## config.mk

```make
export PLATFORM = sky130hd
export DESIGN_NAME = lo_mode_ctrl
export DESIGN_NICKNAME = d
export VERILOG_FILES = /design/src/rtl/lo_mode_pkg.sv /design/src/rtl/lo_key_classify.sv /design/src/rtl/lo_parity_tap.sv /design/src/rtl/lo_replay_ring.sv /design/src/rtl/lo_mode_ctrl.sv
export SDC_FILE = /design/constraint.sdc
export NUM_CORES = 1
export LEC_CHECK = 0
export BUFFER_PORTS_ARGS = -buffer_cell sky130_fd_sc_hd__buf_2
export CAP_MARGIN = 20
export CELL_PAD_IN_SITES_DETAIL_PLACEMENT = 1
export CELL_PAD_IN_SITES_GLOBAL_PLACEMENT = 1
export CORE_MARGIN = 1
export CORE_UTILIZATION = 35
export DETAILED_ROUTE_END_ITERATION = 8
export PLACE_DENSITY_LB_ADDON = 0.1
export SETUP_SLACK_MARGIN = 0.05
export SYNTH_ARGS = -nofsm -noshare
export SYNTH_HDL_FRONTEND = slang
export SYNTH_HIERARCHICAL = 1
export SYNTH_SLANG_ARGS = --single-unit
```

## constraint.sdc

```tcl
create_clock -name clk -period 2.4 [get_ports clk]
set_clock_uncertainty 0.1 [all_clocks]
set_input_delay 0.24 -clock clk [delete_from_list [all_inputs] [get_ports clk]]
set_output_delay 0.24 -clock clk [all_outputs]
set_load 0.1 [all_outputs]
```

## src/rtl/lo_mode_pkg.sv

```systemverilog
package lo_mode_pkg;

    // Key classes produced by the partial-coordinate decoder.
    typedef enum logic [1:0] {
        KEY_PLAY   = 2'd0,
        KEY_NEW    = 2'd1,
        KEY_MANUAL = 2'd2,
        KEY_REPLAY = 2'd3
    } key_kind_e;

    // Default parity subsets for a 5x5 board, cell (r,c) at bit r*5+c.
    localparam logic [24:0] QUIET_A_DEF = 25'h15A82B5;
    localparam logic [24:0] QUIET_B_DEF = 25'h1B06C1B;

endpackage

```

## src/rtl/lo_key_classify.sv

```systemverilog
module lo_key_classify
    import lo_mode_pkg::*;
#(
    parameter int unsigned COORD_W    = 3,
    parameter int unsigned NEW_ROW    = 7,
    parameter int unsigned MANUAL_COL = 7,
    parameter int unsigned REPLAY_COL = 0
) (
    input  logic [COORD_W-1:0] row,
    input  logic [COORD_W-1:0] col,
    output key_kind_e          kind
);
    localparam logic [COORD_W-1:0] NR = COORD_W'(NEW_ROW);
    localparam logic [COORD_W-1:0] MC = COORD_W'(MANUAL_COL);
    localparam logic [COORD_W-1:0] RC = COORD_W'(REPLAY_COL);

    // Only one coordinate is inspected per class; priority resolves overlaps.
    always_comb begin
        if (row == NR)      kind = KEY_NEW;
        else if (col == MC) kind = KEY_MANUAL;
        else if (col == RC) kind = KEY_REPLAY;
        else                kind = KEY_PLAY;
    end
endmodule

```

## src/rtl/lo_parity_tap.sv

```systemverilog
module lo_parity_tap #(
    parameter int unsigned          CELLS = 25,
    parameter logic [CELLS-1:0]     MASK  = '1
) (
    input  logic [CELLS-1:0] cells,
    output logic             even
);
    assign even = ~^(cells & MASK);
endmodule

```

## src/rtl/lo_replay_ring.sv

```systemverilog
module lo_replay_ring #(
    parameter int unsigned DEPTH = 64
) (
    input  logic clk,
    input  logic rst_n,
    input  logic step,
    input  logic load,
    input  logic din,
    output logic dout
);
    typedef struct packed {
        logic [DEPTH-1:0] bits;
    } ring_t;

    ring_t ring_d, ring_q;

    always_comb begin
        ring_d = ring_q;
        if (step) begin
            ring_d.bits = {ring_q.bits[DEPTH-2:0], load ? din : ring_q.bits[DEPTH-1]};
        end
    end

    always_ff @(posedge clk or negedge rst_n) begin
        if (!rst_n) ring_q <= '0;
        else        ring_q <= ring_d;
    end

    assign dout = ring_q.bits[DEPTH-1];
endmodule

```

## src/rtl/lo_mode_ctrl.sv

```systemverilog
module lo_mode_ctrl
    import lo_mode_pkg::*;
#(
    parameter int unsigned COORD_W    = 3,
    parameter int unsigned DEPTH      = 64,
    parameter int unsigned BOARD_W    = 5,
    parameter int unsigned NEW_ROW    = 7,
    parameter int unsigned MANUAL_COL = 7,
    parameter int unsigned REPLAY_COL = 0,
    parameter logic [BOARD_W*BOARD_W-1:0] QUIET_A = QUIET_A_DEF,
    parameter logic [BOARD_W*BOARD_W-1:0] QUIET_B = QUIET_B_DEF
) (
    input  logic                         clk,
    input  logic                         rst_n,
    input  logic                         key_press,
    input  logic [COORD_W-1:0]           key_row,
    input  logic [COORD_W-1:0]           key_col,
    input  logic                         shift_en,
    input  logic                         span_done,
    input  logic                         fb_bit,
    input  logic [BOARD_W*BOARD_W-1:0]   board_cells,
    input  logic                         rand_raw,
    output logic                         busy,
    output logic                         new_game,
    output logic                         manual,
    output logic                         replay,
    output logic                         cycle_end,
    output logic                         rnd_q,
    output logic                         replay_bit,
    output logic                         valid
);
    localparam int unsigned CELLS   = BOARD_W * BOARD_W;
    localparam int unsigned N_QUIET = 2;
    localparam logic [CELLS-1:0] QMASK [N_QUIET] = '{QUIET_A, QUIET_B};

    typedef struct packed {
        logic key_prev;
        logic busy;
        logic ng;
        logic rp;
        logic ld;
        logic manual;
        logic rnd;
    } ctl_t;

    ctl_t      ctl_d, ctl_q;
    key_kind_e kind;
    logic [N_QUIET-1:0] even_vec;
    logic      start;
    logic      man_after;

    lo_key_classify #(
        .COORD_W   (COORD_W),
        .NEW_ROW   (NEW_ROW),
        .MANUAL_COL(MANUAL_COL),
        .REPLAY_COL(REPLAY_COL)
    ) u_classify (
        .row (key_row),
        .col (key_col),
        .kind(kind)
    );

    for (genvar gi = 0; gi < N_QUIET; gi++) begin : g_quiet
        lo_parity_tap #(
            .CELLS(CELLS),
            .MASK (QMASK[gi])
        ) u_tap (
            .cells(board_cells),
            .even (even_vec[gi])
        );
    end

    assign valid     = &even_vec;
    assign cycle_end = ctl_q.busy & span_done & (~ctl_q.ng | valid);

    always_comb begin
        ctl_d          = ctl_q;
        ctl_d.key_prev = key_press;
        ctl_d.rnd      = rand_raw;
        start          = key_press & ~ctl_q.key_prev & ~ctl_q.busy;
        man_after      = ctl_q.manual ^ (kind == KEY_MANUAL);

        if (cycle_end) begin
            ctl_d.busy = 1'b0;
            ctl_d.ng   = 1'b0;
            ctl_d.rp   = 1'b0;
            ctl_d.ld   = 1'b0;
        end

        if (start) begin
            ctl_d.busy   = 1'b1;
            ctl_d.ng     = (kind == KEY_NEW);
            ctl_d.rp     = (kind == KEY_REPLAY);
            ctl_d.manual = man_after;
            ctl_d.ld     = (kind == KEY_NEW) | man_after;
        end
    end

    always_ff @(posedge clk or negedge rst_n) begin
        if (!rst_n) ctl_q <= '0;
        else        ctl_q <= ctl_d;
    end

    lo_replay_ring #(
        .DEPTH(DEPTH)
    ) u_ring (
        .clk  (clk),
        .rst_n(rst_n),
        .step (ctl_q.busy & shift_en),
        .load (ctl_q.ld),
        .din  (fb_bit),
        .dout (replay_bit)
    );

    assign busy     = ctl_q.busy;
    assign new_game = ctl_q.ng;
    assign replay   = ctl_q.rp;
    assign manual   = ctl_q.manual;
    assign rnd_q    = ctl_q.rnd;
endmodule

```

# --- After elaboration in Yosys (flattened, before gate mapping) ---
# Index checks and enable logic that the tools add are counted.
totals:
  inputBits: 38
  out_inout_bits: 8
  regBits: 71
  wordCells: 35
classes:
  mux: 6
  n_reduce_logical: 5
  bitwise_logic: 11
  eq_ne: 5
ops:
  columns: ["operator", "n"]
  rows:
  - ["XNOR reduction 25 bit", 2]
  - ["== test 3 bit, second input constant", 2]
  - ["2-to-1 mux 2 bit", 3]
  - ["AND 1 bit", 5]
  - ["2-to-1 mux 5 bit", 1]
  - ["== test 2 bit, second input constant", 2]
  - ["2-to-1 mux 4 bit", 1]
  - ["logical NOT 3 bit", 1]
  - ["NOT 1 bit", 3]
  - ["== test 2 x 1 -> 1 bit, second input constant", 1]
  - ["bitwise OR 1 bit", 2]
  - ["AND reduction 2 bit", 1]
  - ["nonzero test 2 bit", 1]
  - ["2-to-1 mux 1 bit", 1]
  - ["bitwise XOR 1 bit", 1]

# --- Logic depth before layout (Yosys ltp) ---
depth:
  ltp_word: 8
  ltp_mapped: 6

# --- Hierarchy ---
# The synthesis kept the hierarchy.
modules_own_cells:
  columns: ["module", "seq_area_each_um2", "cells_each", "n_inst", "area_per_inst_um2"]
  rows:
  - ["lo_replay_ring", 1601.5, 137, 1, 2582.5]
  - ["lo_mode_ctrl", 175.2, 29, 1, 310.3]
  - ["lo_parity_tap", 0.0, 10, 2, 101.3]
  - ["lo_key_classify", 0.0, 5, 1, 27.5]

# --- Worst setup path before layout ---
# No wires, ideal clock.
synth_path:
  path_kind: "reg-to-reg"
  startpoint: "register ctl_q, in the netlist busy"
  endpoint: "register ctl_q, in the netlist replay"
  arrival_ns: 2.893
  required_time_ns: 2.090
  path_stages_with_launch: 4
  path_slack_ns: -0.803
  period_less_slack_ns: 3.203
  setup_time_ns: 0.210
  cell_sequence: "dfrtp_1 > nand2_1 > a21oi_1 > o22ai_1"
synth_via:
  elab_chain_len: 3
synth_lines:
  columns: ["item", "line", "source"]
  rows:
  - ["start: declaration", "lo_mode_ctrl.sv:46", "ctl_t ctl_d, ctl_q;"]
  - ["start signal: assignment", "lo_mode_ctrl.sv:101", "else ctl_q <= ctl_d;"]
  - ["AND 1 bit (2 in series)", "lo_mode_ctrl.sv:74", "assign cycle_end = ctl_q.busy & span_done & (~ctl_q.ng | valid);"]
  - ["via cycle_end", "lo_mode_ctrl.sv:27", "output logic cycle_end,"]
  - ["nonzero test 2 bit (no line)", null, null]
# The timed path passes the listed nets, and every way through them passes these cells.
# A chain may end at the register's enable or synchronous reset.

# --- Worst setup path in the final report ---
layout_path:
  startpoint: "input board_cells[4]"
  endpoint: "output valid"
layout_via:
  elab_chain_len: 2
layout_lines:
  columns: ["item", "line", "source"]
  rows:
  - ["start: declaration", "lo_mode_ctrl.sv:21", "input logic [BOARD_W*BOARD_W-1:0] board_cells,"]
  - ["XNOR reduction 25 bit", "lo_parity_tap.sv:8", "assign even = ~^(cells & MASK);"]
  - ["via even_vec[1]", "lo_mode_ctrl.sv:48", "logic [N_QUIET-1:0] even_vec;"]
  - ["AND reduction 2 bit", "lo_mode_ctrl.sv:73", "assign valid = &even_vec;"]
  - ["end: declaration", "lo_mode_ctrl.sv:30", "output logic valid"]
# The timed path passes the listed nets, and every way through them passes these cells.

==> out/qor.csv <==
stage,metric,value,unit
worst_setup_path,r2r_start,busy,
timing,max-slew-margin-rel,0.575,
worst_setup_path,start_kind,primary input,
floorplanning,die_y,96.5,um
synth,synth_compound_area_frac,0.0164,
worst_setup_path,r2r-end,u_ring/ring_q[37],
timing,maxSlewViolCount,0,
worst_setup_path,cp-startpoint,board_cells[4],
finish,layout_common_cells,"dfrtp_1, mux2_4, buf_2",
finish,nets,280,
worst_setup_path,path_cells,buf_2 -> xor2_1 -> xnor2_1 -> xnor3_1 -> nand2_1 -> inv_1 -> buf_2,
finish,seqCellArea,1780,um2
route,viasPerCell,4.60,
worst_setup_path,path_max_fanout,2,
worst_setup_path,cp_num_cells,7,
finish,synthToLayoutAreaGrowth,17.2,%
worst_setup_path,critical_path_buf_inv_count,3,
clock_network,htreeDepth,3,
global_route,grt_start_max_net_pins,46,
timing,finalCritPeriodShare,0.804,
synth,yosys.area.top_type,dfrtp_1,
route,drt-initial-drc-count,34,
route,drc,0,
route,vias,1619,
timing,setup-violations-final,0,
clock_network,cts_root_buf,clkbuf_8,
timing,fin_setup_tns,0,ns
pwr,p_per_area,906,nW/um2
synth,synth_warnings,6,
timing,timing.final.crit_period,1.93,ns
global_route,grt_pass1_wl,8380,um
min_path,hp-class,in -> reg,
global_route,grtUsageMet3,0.0430,
worst_setup_path,cpMaxStageDelayCell,buf_2,
pwr,power.leakage,1.81,nW
synth,synth.distinct_cells,25,
global_route,grt_pass1_vias,1801,
finish,drive_gt1_frac,0.500,
worst_setup_path,end_kind,output pin,
global_route,gr-usage-met1,0.154,
floorplanning,fp-row-count,34,
worst_setup_path,arrival,1.59,ns
clock_network,cts_buffer_depth,2,
placement,hpwl,3110,um
clock_network,path_clk_slew,0.07,ns
finish,fillers,900,
route,drtPass1Iterations,3,
finish,final_common_cell,dfrtp_1,
worst_setup_path,ff2ff_setup_slack,0.77,ns
worst_setup_path,slowest_delay,0.42,ns
outcome,status,finished clean,
synth,ys_top_cells_by_area,"dfrtp_1, mux2_4, mux2_2",
synth,synthMuxAreaShare,0.288,
worst_setup_path,crit_type,in -> out,
global_route,track_usage,0.120,
global_route,top_usage_layer,met2,
route,detail-route-antenna-nets,0,
worst_setup_path,worstSetupEndpoint,valid,
placement,portBuffers,40,
synth,synth_xor_area_frac,0.0705,
floorplanning,io_pins,46,
global_route,use_met2,0.185,
synth,postSynthAreaPerCell,16.4,um2
timing,timing.fmax,518,MHz
clock_network,cts_tree,built,
floorplanning,dieArea,9300,um2
route,wire_per_inst,13.5,um
synth,synth_top_family_by_area,multiplexers,
synth,syn_inst,191,
worst_setup_path,required,2.06,ns
worst_setup_path,crit_top_cell,buf_2,
clock_network,cts_setup_buffers,0,
synth,synth_seq_cells,71,
run,maxCapViolations,0,
synth,synth_fa_ha_area_frac,0,
synth,ys_seq_area_frac,0.569,
floorplanning,core-area,8680,um2
placement,placed_cell_area,3460,um2
clock_network,cts_sinks,71,
worst_setup_path,ff2ff_path_depth,3,
clock_network,clk_latency,0.33,ns
floorplanning,die_w,96.5,um
synth,synthSimpleGateAreaFrac,0.0256,
timing,rsz0062_at_grt,no,
clock_network,cts_buffers,9,
placement,gp_congestion,0.630,
synth,synth_top_area_share,0.569,
worst_setup_path,cp_top_family,XOR/XNOR gates,
timing,tightest_slew,0.638,ns
global_route,antenna_found_initial,0,
finish,fin_area,3660,um2
finish,num_antenna_cells,0,
route,finalWirelength,4770,um
global_route,overflow,0,
floorplanning,start_util,0.360,
synth,synth_nets,229,
timing,hold_viol,0,
pwr,max-vdd-ir-drop,364,uV
finish,multiInputGateArea,1260,um2
synth,syn-cell-area,3120,um2
==> repair_timing <==
item                      4_1_cts  5_1_grt
hold endpoints to repair       28        0
hold buffers                    3        0
gates resized for setup         0        0
==> cells in the mapped netlist, drive strengths merged <==
| cell type | number |
|---|---|
| and2 | 1 |
| a211o | 1 |
| o32ai | 1 |
| buf | 8 |
| a21boi | 1 |
| o21ai | 2 |
| dfrtp | 71 |
| inv | 3 |
| or3 | 1 |
| xnor3 | 2 |
| o22ai | 1 |
| nand2 | 7 |
| nand3 | 2 |
| xnor2 | 16 |
| or3b | 1 |
| nor3b | 1 |
| nor2 | 1 |
| a21oi | 2 |
| mux2 | 63 |
| xor2 | 4 |
| mux2i | 1 |
| nor3 | 1 |
==> how the worst min path moves through the flow <==
| stage | startpoint | end | slack [ns] | cells past startpoint |
|---|---|---|---|---|
| final | fb_bit | u_ring/ring_q[0] | 0.12 | 3 |
| after global routing | fb_bit | u_ring/ring_q[0] | 0.15 | 3 |
| after CTS | fb_bit | u_ring/ring_q[0] | 0.10 | 3 |
| after detailed placement | rst_n | replay | 0.21 | 1 |
| after global placement | rst_n | replay | 0.20 | 1 |
| after floorplan | rst_n | busy | -0.16 | 0 |
==> cell type report <==
cell class | instances | share of cell area
Clock inverter | 2 | 0.00957
Sequential cell | 71 | 0.485
Clock buffer | 11 | 0.0359
Multi-Input combinational cell | 109 | 0.345
Inverter | 3 | 0.00308
Timing Repair Buffer | 48 | 0.0841
Tap cell | 108 | 0.0369
==> cells by family after synthesis <==
group / Yosys count
AND/OR/NAND/NOR: 15
flip-flops: 71
AO/OA/AOI/OAI: 8
buffers and inverters: 11
XOR/XNOR: 22
multiplexers: 64
==> routing by layer <==
layer / wire length (um) / part of all wire
met1: 2270 / 0.48
met2: 2210 / 0.46
met3: 233 / 0.049
met4: 51 / 0.011
met5: 0 / 0
==> report_power, final <==
group / internal (mW) / total [mW] / switching, mW
Clock: 0.462 / 0.854 / 0.392
Sequential: 1.36 / 1.46 / 0.0968
Combinational: 0.415 / 1.01 / 0.594
==> per-stage QoR <==
step                instances   util  power, mW  hold slack [ns]  worst slack (ns)
finish                    352  0.422       3.32            0.119             0.471
floorplan                 191      -       2.31           -0.156             0.195
detailed placement        336  0.399       2.50            0.210             0.459
CTS                       352  0.422       3.39            0.104             0.451
global placement          336  0.399       2.49            0.203             0.447
global route              352  0.422       3.50            0.153             0.328
==> flip-flops by register name, summed over array words and instances (netlist names) <==
register / count
replay: 1
ctl_q: 2
busy: 1
u_ring/ring_q: 64
manual: 1
rnd_q: 1
new_game: 1
==> worst min-delay path, stage by stage <==
cell and delay, ns:
buf_2 0.07, mux2i_1 0.06, a21oi_1 0.13
Note: power is estimated with default switching activity, not from simulation.
